$ cat src/rtl/rotseq_pkg.sv
package rotseq_pkg;

   typedef enum logic {
      PH_REST = 1'b0,
      PH_RUN  = 1'b1
   } phase_e;

   // width of a position code able to hold RING_LEN frames plus Blank
   function automatic int unsigned pos_width(input int unsigned ring_len);
      return (ring_len < 2) ? 1 : $clog2(ring_len + 1);
   endfunction

endpackage

$ cat src/rtl/rotseq_stop_mem.sv
module rotseq_stop_mem (
   input  logic clk_i,
   input  logic rst_ni,
   input  logic set_i,
   input  logic clr_i,
   output logic req_o
);

   logic req_q;

   always_ff @(posedge clk_i or negedge rst_ni) begin
      if (!rst_ni) begin
         req_q <= 1'b0;
      end else if (clr_i) begin
         req_q <= 1'b0;
      end else if (set_i) begin
         req_q <= 1'b1;
      end
   end

   assign req_o = req_q;

endmodule

$ cat src/rtl/rotseq_ring_ctr.sv
module rotseq_ring_ctr
   import rotseq_pkg::*;
#(
   parameter int unsigned RING_LEN = 6,
   localparam int unsigned PW = pos_width(RING_LEN)
) (
   input  logic          clk_i,
   input  logic          rst_ni,
   input  logic          tick_i,
   input  logic          start_i,
   input  logic          dir_i,
   input  logic          req_i,
   output phase_e        phase_o,
   output logic [PW-1:0] pos_o,
   output logic          done_o
);

   localparam logic [PW-1:0] BLANK    = PW'(RING_LEN);
   localparam logic [PW-1:0] LAST_POS = PW'(RING_LEN - 1);
   localparam logic [PW-1:0] FIRST    = '0;

   phase_e        phase_q, phase_d;
   logic [PW-1:0] pos_q, pos_d;
   logic          running;
   logic          at_blank;
   logic [PW-1:0] pos_up, pos_dn;

   assign running  = (phase_q == PH_RUN);
   assign at_blank = (pos_q == BLANK);
   assign done_o   = running && tick_i && at_blank && req_i;

   // neighbour positions on the ring, Blank sitting between last and first
   assign pos_up = at_blank ? FIRST : pos_q + 1'b1;
   assign pos_dn = at_blank ? LAST_POS :
                   (pos_q == FIRST) ? BLANK : pos_q - 1'b1;

   always_comb begin
      phase_d = phase_q;
      pos_d   = pos_q;
      if (!running) begin
         if (start_i) begin
            phase_d = PH_RUN;
            pos_d   = dir_i ? FIRST : LAST_POS;
         end
      end else if (tick_i) begin
         if (done_o) begin
            phase_d = PH_REST;
            pos_d   = BLANK;
         end else begin
            pos_d = dir_i ? pos_up : pos_dn;
         end
      end
   end

   always_ff @(posedge clk_i or negedge rst_ni) begin
      if (!rst_ni) begin
         phase_q <= PH_REST;
         pos_q   <= BLANK;
      end else begin
         phase_q <= phase_d;
         pos_q   <= pos_d;
      end
   end

   assign phase_o = phase_q;
   assign pos_o   = pos_q;

endmodule

$ cat src/rtl/rotseq_seg_dec.sv
module rotseq_seg_dec
   import rotseq_pkg::*;
#(
   parameter int unsigned RING_LEN     = 6,
   parameter bit          SEG_ACT_HIGH = 1'b1,
   localparam int unsigned PW    = pos_width(RING_LEN),
   localparam int unsigned SEG_W = RING_LEN + 1
) (
   input  phase_e           phase_i,
   input  logic [PW-1:0]    pos_i,
   output logic [SEG_W-1:0] seg_o
);

   logic [SEG_W-1:0] lit;
   logic             running;

   assign running = (phase_i == PH_RUN);

   for (genvar i = 0; i < RING_LEN; i++) begin : g_ring
      assign lit[i] = running && (pos_i == PW'(i));
   end

   // centre bar marks the rest pattern
   assign lit[SEG_W-1] = !running;

   if (SEG_ACT_HIGH) begin : g_pol_high
      assign seg_o = lit;
   end else begin : g_pol_low
      assign seg_o = ~lit;
   end

endmodule

$ cat src/rtl/rotseq_top.sv
module rotseq_top
   import rotseq_pkg::*;
#(
   parameter int unsigned RING_LEN     = 6,
   parameter bit          SEG_ACT_HIGH = 1'b1,
   localparam int unsigned PW    = pos_width(RING_LEN),
   localparam int unsigned SEG_W = RING_LEN + 1
) (
   input  logic             clk_i,
   input  logic             rst_ni,
   input  logic             tick_i,
   input  logic             ststp_i,
   input  logic             dir_i,
   output logic [SEG_W-1:0] seg_o,
   output logic             busy_o
);

   if (RING_LEN < 2) begin : g_bad_ring
      $error("rotseq_top: RING_LEN must be at least 2");
   end
   if ((1 << PW) <= RING_LEN) begin : g_bad_pw
      $error("rotseq_top: position code too narrow");
   end

   phase_e        phase;
   logic [PW-1:0] pos;
   logic          done;
   logic          stop_req;
   logic          req_set;

   assign req_set = (phase == PH_RUN) && ststp_i && !done;

   rotseq_stop_mem u_stop (
      .clk_i  (clk_i),
      .rst_ni (rst_ni),
      .set_i  (req_set),
      .clr_i  (done),
      .req_o  (stop_req)
   );

   rotseq_ring_ctr #(
      .RING_LEN (RING_LEN)
   ) u_ctr (
      .clk_i   (clk_i),
      .rst_ni  (rst_ni),
      .tick_i  (tick_i),
      .start_i (ststp_i),
      .dir_i   (dir_i),
      .req_i   (stop_req),
      .phase_o (phase),
      .pos_o   (pos),
      .done_o  (done)
   );

   rotseq_seg_dec #(
      .RING_LEN     (RING_LEN),
      .SEG_ACT_HIGH (SEG_ACT_HIGH)
   ) u_dec (
      .phase_i (phase),
      .pos_i   (pos),
      .seg_o   (seg_o)
   );

   assign busy_o = (phase == PH_RUN);

endmodule

$ cat config.mk
export PLATFORM = sky130hd
export DESIGN_NAME = rotseq_top
export DESIGN_NICKNAME = d
export VERILOG_FILES = /design/src/rtl/rotseq_pkg.sv /design/src/rtl/rotseq_stop_mem.sv /design/src/rtl/rotseq_ring_ctr.sv /design/src/rtl/rotseq_seg_dec.sv /design/src/rtl/rotseq_top.sv
export SDC_FILE = /design/constraint.sdc
export NUM_CORES = 1
export LEC_CHECK = 0
export ABC_CLOCK_PERIOD_IN_PS = 2100
export BUFFER_PORTS_ARGS = -buffer_cell sky130_fd_sc_hd__buf_4
export CAP_MARGIN = 5
export CORE_AREA = 2 2 39 41
export DETAILED_ROUTE_END_ITERATION = 8
export DIE_AREA = 0 0 41 43
export PLACE_DENSITY = 0.57
export REMOVE_ABC_BUFFERS = 1
export SLEW_MARGIN = 10
export SYNTH_ARGS = -nofsm -noshare
export SYNTH_HDL_FRONTEND = slang
export SYNTH_HIERARCHICAL = 1
export SYNTH_SLANG_ARGS = --single-unit
$ cat constraint.sdc
create_clock -name clk_i -period 2.1 [get_ports clk_i]
set_input_delay 0.42 -clock clk_i [delete_from_list [all_inputs] [get_ports clk_i]]
set_output_delay 0.42 -clock clk_i [all_outputs]
set_load 0.01 [all_outputs]
==> results of run 1 <==
==> placed cells by master, fill, tap and decap left out, types with 2 or more instances in the layout <==
cell type,Yosys,final
buf_4,0,13
inv_1,6,6
nor2_1,5,5
ha_1,5,5
clkbuf_4,0,3
dfrtp_1,3,3
and3b_1,2,2
a21oi_1,2,2
nand2_1,2,2
o21ai_0,2,2
a31oi_1,2,2
dfstp_2,2,2
and4b_1,2,2
and4bb_1,2,2
==> cell families (layout without fill, tap and decap cells) <==
kind of cell	Yosys count	in the layout	synth area share (%)
AO/OA/AOI/OAI	14	14	21.84
adder cells (fa/ha/maj)	5	5	13.16
buffers and inverters	8	25	6.577
flip-flops	5	5	26.84
multiplexers	1	1	2.368
AND/OR/NAND/NOR	19	19	29.21
==> final cells by class <==
cell class              instances  area, µm²  share of cell area, %
inverters                       7      26.28                  4.208
repair buffers                 14      107.6                  17.23
well taps                      16      20.02                  3.206
multi-input cells              39      316.6                  50.70
clock buffers                   4      26.28                  4.208
flip-flops and latches          5      127.6                  20.44
==> layer usage <==
metal,up-vias,routed length [µm]
met2,11,518
met4,0,0
li1,224,-
met5,-,0
met3,0,35
met1,208,467
==> worst paths after layout <==
check / startpoint / end / slack [ns] / cells past startpoint
worst max-delay path: u_ctr/phase_o / seg_o[0] / 0.40 / 2
worst min-delay path: ststp_i / u_ctr/phase_o / 0.43 / 3
worst max register to register: u_ctr/pos_o[1] / u_ctr/pos_o[2] / 0.42 / 5
worst min register to register: u_stop/req_o / u_stop/req_o / 0.54 / 1
max in group asynchronous: rst_ni / u_ctr/pos_o[1] / 1.39 / 2
min in group asynchronous: rst_ni / u_ctr/pos_o[0] / 0.52 / 2
==> registers in the layout, summed over array words and instances (netlist names) <==
register and flops:
u_stop/req_o 1, u_ctr/phase_o 1, u_ctr/pos_o 3
==> tightest hold or removal path: cells and delay by family <==
kind,cells,cell delay [ns]
AND/OR/NAND/NOR,2,0.11
buffers and inverters,1,0.09
==> per-stage QoR <==
step                hold WS (ns)  total power, mW  worst slack, ns  cell area [µm²]  std cells
finish                    0.4325           0.9145           0.4040            624.3         85
global route              0.4453            1.013           0.2783            624.3         85
floorplan                 0.1244           0.6039           0.5544            470.5         51
detailed placement        0.2249           0.8027           0.4317            588.1         80
CTS                       0.4224           0.9188           0.3650            624.3         85
global placement          0.2234           0.8013           0.4527            588.1         80
==> cell usage after synthesis <==
cell,n,area share [%]
dfstp_2,2,11
a21oi_1,2,2.1
and4bb_1,2,5.3
buf_2,1,1.1
ha_1,5,13
and4b_1,2,4.2
o211ai_1,1,1.6
a221o_1,1,2.1
o31ai_1,1,1.6
nor2_2,1,1.3
o21ai_2,1,1.8
inv_2,1,0.79
nor3_1,1,1.1
nor2_1,5,3.9
a22oi_1,1,1.6
mux2_2,1,2.4
dfrtp_1,3,16
nor4b_2,1,3.2
o21ai_0,2,2.1
o221a_2,1,2.4
nand2_1,2,1.6
and4bb_2,1,2.6
and3b_1,2,3.7
a31oi_1,2,2.6
nand2_2,1,1.3
nand3_1,1,1.1
inv_1,6,4.7
a221oi_1,1,1.8
o21ba_1,1,2.1
==> power by group through the flow <==
stage | clock network, mW | registers [mW] | logic [mW]
2_1_floorplan | 0 | 0.250 | 0.354
3_3_place_gp | 0 | 0.262 | 0.540
3_5_place_dp | 0 | 0.264 | 0.539
4_1_cts | 0.112 | 0.263 | 0.544
5_1_grt | 0.118 | 0.276 | 0.619
6_report | 0.107 | 0.260 | 0.548
==> impl_results.md, run 1 <==
- Reg clk slew, reported paths: 0.04 ns
- Initial antenna violation count: 0
- Crit path max-delay family: flip-flops
- Wire length of the first global-routing pass: 1.725 mm
- Met3 usage: 0%
- Fillers: 130
- Nets: 80
- Avg Cell Area, Syn: 9.143 µm²
- Clock sink count: 5
- Final min period: 1.696 ns
- H-tree depth: 1
- Sequential fraction of the synthesis area: 26.84%
- Leakage power total: 0.3070 nW
- RSZ-0062 raised after global routing: false
- Mapped Cells: 52
- Vias: 443
- Antenna viol nets, final: 0
- Yosys warnings: 6
- Iter 0 DRT Violations: 8
- Busiest grt layer: met2
- CTS root buf: clkbuf_4
- Status: complete, no violations
- Maximum clock path buffer count: 2
- Largest net degree at the start of global routing: 17
- Skew-Pair Late Insertion Delay: 0.23 ns
- Max stage delay on crit path: 0.61 ns
- Slew Limit Fails: 0
- Worst Tran Pin Value: 0.4526 ns
- Clock power share: 11.7%
- Fin crit share: 80.76%
- Hold Fails Final Rpt: 0
- Critical-path top delay cell: dfrtp_1
- Synth-to-layout area growth: 31.32%
- Buffers & Inverters on Critical Path: 1
- Post-CTS Setup Bufs: 0
- Detailed Routing Iterations Pass 1: 4
- Critical Path End Type: primary output
- TritonCTS clock tree: done
- Clock skew: 0.0004231 ns
- Die area: 1763 µm²
- CP max FO: 16
- Synth Cell Area: 475.5 µm²
- Total wire length: 1.020 mm
- ANT cells: 0
- Net Sw Power: 0.3913 mW
- Die Width: 41 µm
- Max VDD drop: 0.0003417 V
- Die H: 43 µm
- Starting Density: 34.36%
- Post-CTS sizing: 0
- Max_slew headroom: 69.83%
- Max cap viols: 0
- Hold Buf Count CTS: 1
- Final setup violation count: 0
- Internal power: 0.5231 mW
- Number of global-route vias before repair: 406
- Distinct cell type count after synthesis: 29
- Vias per cell: 5.212
- Crit path arrival time: 1.28 ns
- Flops & latches, synth: 5
- F_max: 589.6 MHz
- Startpoint Class: flop
- PortBufs: 12
- WP data required: 1.68 ns
- Met2 Use GR: 24.38%
- Core area: 1384 µm²
- Gp weighted congestion: 0.8159
- Fin util: 45.12%
- Number of buffers created by CTS: 3
- Switching Fraction: 42.80%
- Comb pwr share: 59.9%
- Share of layout cells above drive strength 1: 37.68%
- # rows: 14
- TNS Setup: 0 ns
- Crit path cell chain: nor4b_2 -> buf_4
- Critical path class: reg2out
- Worst Hold Class: in2reg
- Mean routed wirelength per cell: 12.00 µm
- Dpl hpwl: 759.1 µm
- Power Dens Cells: 1465 nW/µm²
- GRT overflow: 0
- Io pins: 13
- Met1 GRT Util: 16.29%
- GRT Total Usage: 13.81%
- Sequential share of power: 28.4%
- DRC: 0
No activity file was read; power rests on OpenSTA's default activity.
==> inputs of run 2 (changes only) <==
--- a/config.mk
+++ b/config.mk
@@ -5,7 +5,7 @@
 export SDC_FILE = /design/constraint.sdc
 export NUM_CORES = 1
 export LEC_CHECK = 0
-export ABC_CLOCK_PERIOD_IN_PS = 2100
+export ABC_CLOCK_PERIOD_IN_PS = 1680
 export BUFFER_PORTS_ARGS = -buffer_cell sky130_fd_sc_hd__buf_4
 export CAP_MARGIN = 5
 export CORE_AREA = 2 2 39 41
==> constraint.sdc (replaced) <==
create_clock -name clk_i -period 1.68 [get_ports clk_i]
set_input_delay 0.336 -clock clk_i [delete_from_list [all_inputs] [get_ports clk_i]]
set_output_delay 0.336 -clock clk_i [all_outputs]
set_load 0.01 [all_outputs]
==> run 2 against run 1 <==
  * Worst hold slack worse by 0.11 ns
  * Combinational power up 42%
  * Critical endpoint is now seg_o[4]
  * Final area up 5.0%
  * Critical path depth up 1
  * Die area unchanged
  * Sequential power up 10%
  * Cell count up 4.7%
  * Sequential cell count unchanged
  * Clock-buffer cell count unchanged
  * Via count up 11%
  * Core utilization up 2.3 points
  * Power up 32%
==> impl_results.md, run 2 (synthesis results as in run 1) <==
- Die Width: 41 µm
- Gp weighted congestion: 0.8198
- WP data required: 1.34 ns
- Total power: 1.207 mW
- H-tree depth: 1
- Starting Density: 34.36%
- Share of layout cells above drive strength 1: 42.47%
- Worst Hold Class: in2reg
- RR Endpoint: u_ctr/pos_o[2]
- # rows: 14
- Most common cell after layout, fill and taps aside: buf_4
- Hold Path Depth: 3
- Fin crit share: 96.97%
- Most frequent cells in the layout: 17 x buf_4, 6 x inv_1, 5 x nor2_1, 5 x ha_1, 3 x clkbuf_4
- Final setup violation count: 0
- Vias per cell: 5.528
- Number of global-route vias before repair: 471
- Total wire length: 1.099 mm
- Die area: 1763 µm²
- HP Start: ststp_i
- Hold Path End: u_ctr/phase_o
- Maximum clock path buffer count: 2
- Worst Tran Pin Value: 0.2613 ns
- CTS root buf: clkbuf_4
- Clock sink count: 5
- TNS Setup: 0 ns
- Max stage delay on crit path: 0.55 ns
- Hold Fails Final Rpt: 0
- Max VDD drop: 0.0005884 V
- Clock skew: 0.005036 ns
- TritonCTS clock tree: done
- Max reg flops: 3
- Dpl hpwl: 815.2 µm
- Mean routed wirelength per cell: 12.35 µm
- Skew-Pair Late Insertion Delay: 0.24 ns
- Max_slew headroom: 82.58%
- DRC: 0
- Reg-to-Reg Start: u_ctr/pos_o[1]
- Power Dens Cells: 1841 nW/µm²
- GRT overflow: 0
- F_max: 613.8 MHz
- Fin Hold WS: 0.3256 ns
- Iter 0 DRT Violations: 15
- Wire length of the first global-routing pass: 1.904 mm
- R2r worst-path depth: 5
- Critical Path End Type: primary output
- Crit path cell chain: buf_4 -> and4bb_2 -> buf_4
- Largest net degree at the start of global routing: 17
- Final min period: 1.629 ns
- Crit path arrival time: 1.29 ns
- PortBufs: 12
- Vias: 492
- Startpoint Class: flop
- Max cap viols: 0
- Leakage power total: 0.3264 nW
- Antenna viol nets, final: 0
- Status: complete, no violations
- R2r setup slk: 0.14 ns
- Core area: 1384 µm²
- ANT cells: 0
- Io pins: 13
- Die H: 43 µm
- Critical path class: reg2out
- Critical-path top delay cell: dfstp_2
- RSZ-0062 raised after global routing: false
- CP max FO: 7
- GRT Total Usage: 15.69%
- Number of buffers created by CTS: 3
- Detailed Routing Iterations Pass 1: 4
- Initial antenna violation count: 0
- Reg clk slew, reported paths: 0.05 ns
- Slew Limit Fails: 0
- Synth-to-layout area growth: 37.89%
- Crit path top cell by count: buf_4
- Nets: 84
run 2: changes by cell type in the layout (fill, tap and decap cells not counted):
| cell | previous run | this run |
|---|---|---|
| dfrtp_1 | 3 | 2 |
| buf_4 | 13 | 17 |
| dfrtp_2 | 0 | 1 |
run 2: critical path, delay by kind of cell, from the launching register on:
family	cells	cell delay [ns]
flip-flops	1	0.55
buffers and inverters	2	0.29
AND/OR/NAND/NOR	1	0.22
run 2: power breakdown:
group,total [mW],internal [mW],switching [mW]
combinational,0.780,0.414,0.366
sequential,0.286,0.200,0.0864
clock,0.141,0.0899,0.0512
run 2: worst max path at each step:
stage	cells past startpoint	from	slack [ns]	end
2_1_floorplan	6	u_ctr/pos_o[0]	0.13	u_stop/req_o
3_3_place_gp	5	u_ctr/pos_o[1]	0.18	u_stop/req_o
3_5_place_dp	5	u_ctr/pos_o[1]	0.13	u_ctr/pos_o[2]
4_1_cts	2	u_ctr/phase_o	0.03	seg_o[0]
5_1_grt	3	u_ctr/pos_o[1]	0.0005	seg_o[1]
6_report	3	u_ctr/pos_o[1]	0.05	seg_o[4]
run 2: final cells by class:
type | count | area (µm²)
Clock buffer | 4 | 26.28
Fill cell | 134 | 728.2
Inverter | 7 | 26.28
Multi-Input combinational cell | 39 | 316.6
Sequential cell | 5 | 128.9
Tap cell | 16 | 20.02
Timing Repair Buffer | 18 | 137.6
run 2: per-layer routing:
metal / wire (µm) / track usage [%]
met5: 0 / 0
met4: 47 / 12.00
met3: 61 / 3.665
met2: 514 / 23.44
met1: 475 / 18.12
run 2: timing repair:
| item | in CTS | in global routing |
|---|---|---|
| hold buffers | 1 | 0 |
| buffers inserted | 0 | 1 |
| endpoints found under the setup margin | 0 | 3 |
| endpoints found under the hold margin | 3 | 0 |
| gates resized for setup | 0 | 1 |
run 2: through the flow:
step	utilization [%]	area, µm²	std cells	setup WS, ns
after global placement	44.12	610.6	83	0.1826
after global routing	47.38	655.6	89	0.0004612
after floorplan	-	470.5	51	0.1344
after detailed placement	44.12	610.6	83	0.1285
final	47.38	655.6	89	0.05087
after CTS	46.75	646.9	88	0.03042
==> inputs of run 3 (changes only) <==
--- a/config.mk
+++ b/config.mk
@@ -11,8 +11,8 @@
 export CORE_AREA = 2 2 39 41
 export DETAILED_ROUTE_END_ITERATION = 8
 export DIE_AREA = 0 0 41 43
+export GPL_TIMING_DRIVEN = 0
 export PLACE_DENSITY = 0.57
-export REMOVE_ABC_BUFFERS = 1
 export SLEW_MARGIN = 10
 export SYNTH_ARGS = -nofsm -noshare
 export SYNTH_HDL_FRONTEND = slang
==> run 3 against run 2 <==
  * Core utilization down 0.63 points
  * Final area down 1.3%
  * Register-to-register slack worse by 0.06 ns
  * Clock-buffer cell count unchanged
  * Combinational power down 7.8%
  * Power down 2.3%
  * Sequential share of layout area up 0.46 points
  * Global-route usage down 1.9 points
  * Via count down 5.9%
  * Clock power down 3%
  * Sequential power up 13%
  * Critical path depth unchanged
  * Largest cell class unchanged
  * Highest routed layer is now met3
==> impl_results.md, run 3 (synthesis results as in run 1) <==
- Status: complete, no violations
- Gp weighted congestion: 0.8227
- Total wire length: 1.021 mm
- Final setup violation count: 0
- Clock skew: 0.004666 ns
- GRT overflow: 0
- Nets: 82
- Vias: 463
- Met3 wire len: 70 µm
- Syn_nets: 62
- Iter 0 DRT Violations: 3
- Critical path startpoint: u_ctr/pos_o[1]
- Io pins: 13
- Hold Fails Final Rpt: 0
- Critical Path End Type: primary output
- Max reg flops: 3
- Critical path class: reg2out
- Maximum clock path buffer count: 2
- Final setup margin: 0.04066 ns
- Number of buffers created by CTS: 3
- HP Start: ststp_i
- Final min period: 1.639 ns
- H-tree depth: 1
- CTS root buf: clkbuf_4
- Vias per cell: 5.322
- Reg-to-Reg Start: u_ctr/pos_o[1]
- Die Width: 41 µm
- Detailed Routing Iterations Pass 1: 4
- ANT cells: 0
- Dpl hpwl: 758.5 µm
- Max cap viols: 0
- Most frequent cells in the layout: 14 x buf_4, 5 x inv_1, 5 x nor2_1, 4 x ha_1, 3 x clkbuf_4
- Fin util: 46.75%
- Crit path cell chain: buf_4 -> and4bb_2 -> buf_4
- F_max: 610.0 MHz
- Crit path arrival time: 1.30 ns
- Max_slew headroom: 82.21%
- Max VDD drop: 0.0007561 V
- Antenna viol nets, final: 0
- DP Worst Slack: -0.06332 ns
- GRT Total Usage: 13.75%
- Mean routed wirelength per cell: 11.74 µm
- Initial antenna violation count: 0
- Leakage power total: 0.3118 nW
- Max stage delay on crit path: 0.59 ns
- WP data required: 1.34 ns
- Fin crit share: 97.58%
- # rows: 14
- Wl on met1: 442 µm
- Top Metal Used: met3
- Wire length of the first global-routing pass: 1.635 mm
- Crit path max-delay family: flip-flops
- Worst Hold Class: in2reg
- Power Dens Cells: 1824 nW/µm²
- Largest net degree at the start of global routing: 17
- Worst Tran Pin Value: 0.2668 ns
- Die H: 43 µm
- Crit path top cell by count: buf_4
- Starting Density: 34.36%
- PortBufs: 12
- Most common cell after layout, fill and taps aside: buf_4
- Synth-to-layout area growth: 36.05%
- Startpoint Class: flop
- Share of layout cells above drive strength 1: 45.07%
- TritonCTS clock tree: done
- DRC: 0
- Die area: 1763 µm²
- Critical-path top delay cell: dfstp_2
- Fin Hold WS: 0.3364 ns
- Slew Limit Fails: 0
- Number of global-route vias before repair: 372
- Reg clk slew, reported paths: 0.04 ns
- Met2 routed WL: 507 µm
- Clock sink count: 5
- CP max FO: 8
- Skew-Pair Late Insertion Delay: 0.24 ns
- Core area: 1384 µm²
- Buffers & Inverters on Critical Path: 2
run 3: layout make-up:
| type | instances | area (µm²) |
|---|---|---|
| repair buffers | 15 | 115.1 |
| flip-flops and latches | 5 | 130.1 |
| plain buffers | 1 | 5.005 |
| well taps | 16 | 20.02 |
| inverters | 7 | 26.28 |
| multi-input cells | 39 | 324.1 |
| clock buffers | 4 | 26.28 |
| fillers | 151 | 737.0 |
run 3: timing repair:
item / CTS / global route
resized for setup: 2 / 4
hold buffers: 1 / 0
setup buffers: 0 / 2
endpoints found under the setup margin: 2 / 6
pin swaps: 0 / 0
endpoints found under the hold margin: 3 / 0
run 3: per-stage QoR:
step	total power, mW	std cells	cell area [µm²]	TNS [ns]
after floorplan	0.7639	52	475.5	0
after global placement	0.9847	80	585.6	-0.09499
after detailed placement	0.9930	80	585.6	-0.06332
after CTS	1.145	85	624.3	0
after global routing	1.304	87	646.9	-0.01775
final	1.180	87	646.9	0
run 3: power breakdown:
group,internal (mW),switching [mW]
clock,0.0897,0.0475
sequential,0.203,0.121
combinational,0.390,0.329
run 3: final timing paths:
kind	endpoint	slack (ns)	depth (start not counted)
hold reg to reg	u_stop/req_o	0.52	1
setup reg to reg	u_stop/req_o	0.08	5
hold / removal	u_ctr/phase_o	0.34	3
setup / recovery	seg_o[4]	0.04	3
max in group asynchronous	u_ctr/pos_o[1]	1.06	2
min in group asynchronous	u_ctr/pos_o[0]	0.43	2
run 3: layer usage:
layer | global-route usage [%] | vias up
met4 | 4.000 | 0
li1 | - | 234
met5 | 0 | -
met2 | 20.63 | 17
met1 | 17.11 | 212
met3 | 6.283 | 0
run 3: worst min-delay path: stages:
cell and delay (ns):
buf_4 0.09, nor2_1 0.04, nor2_1 0.07
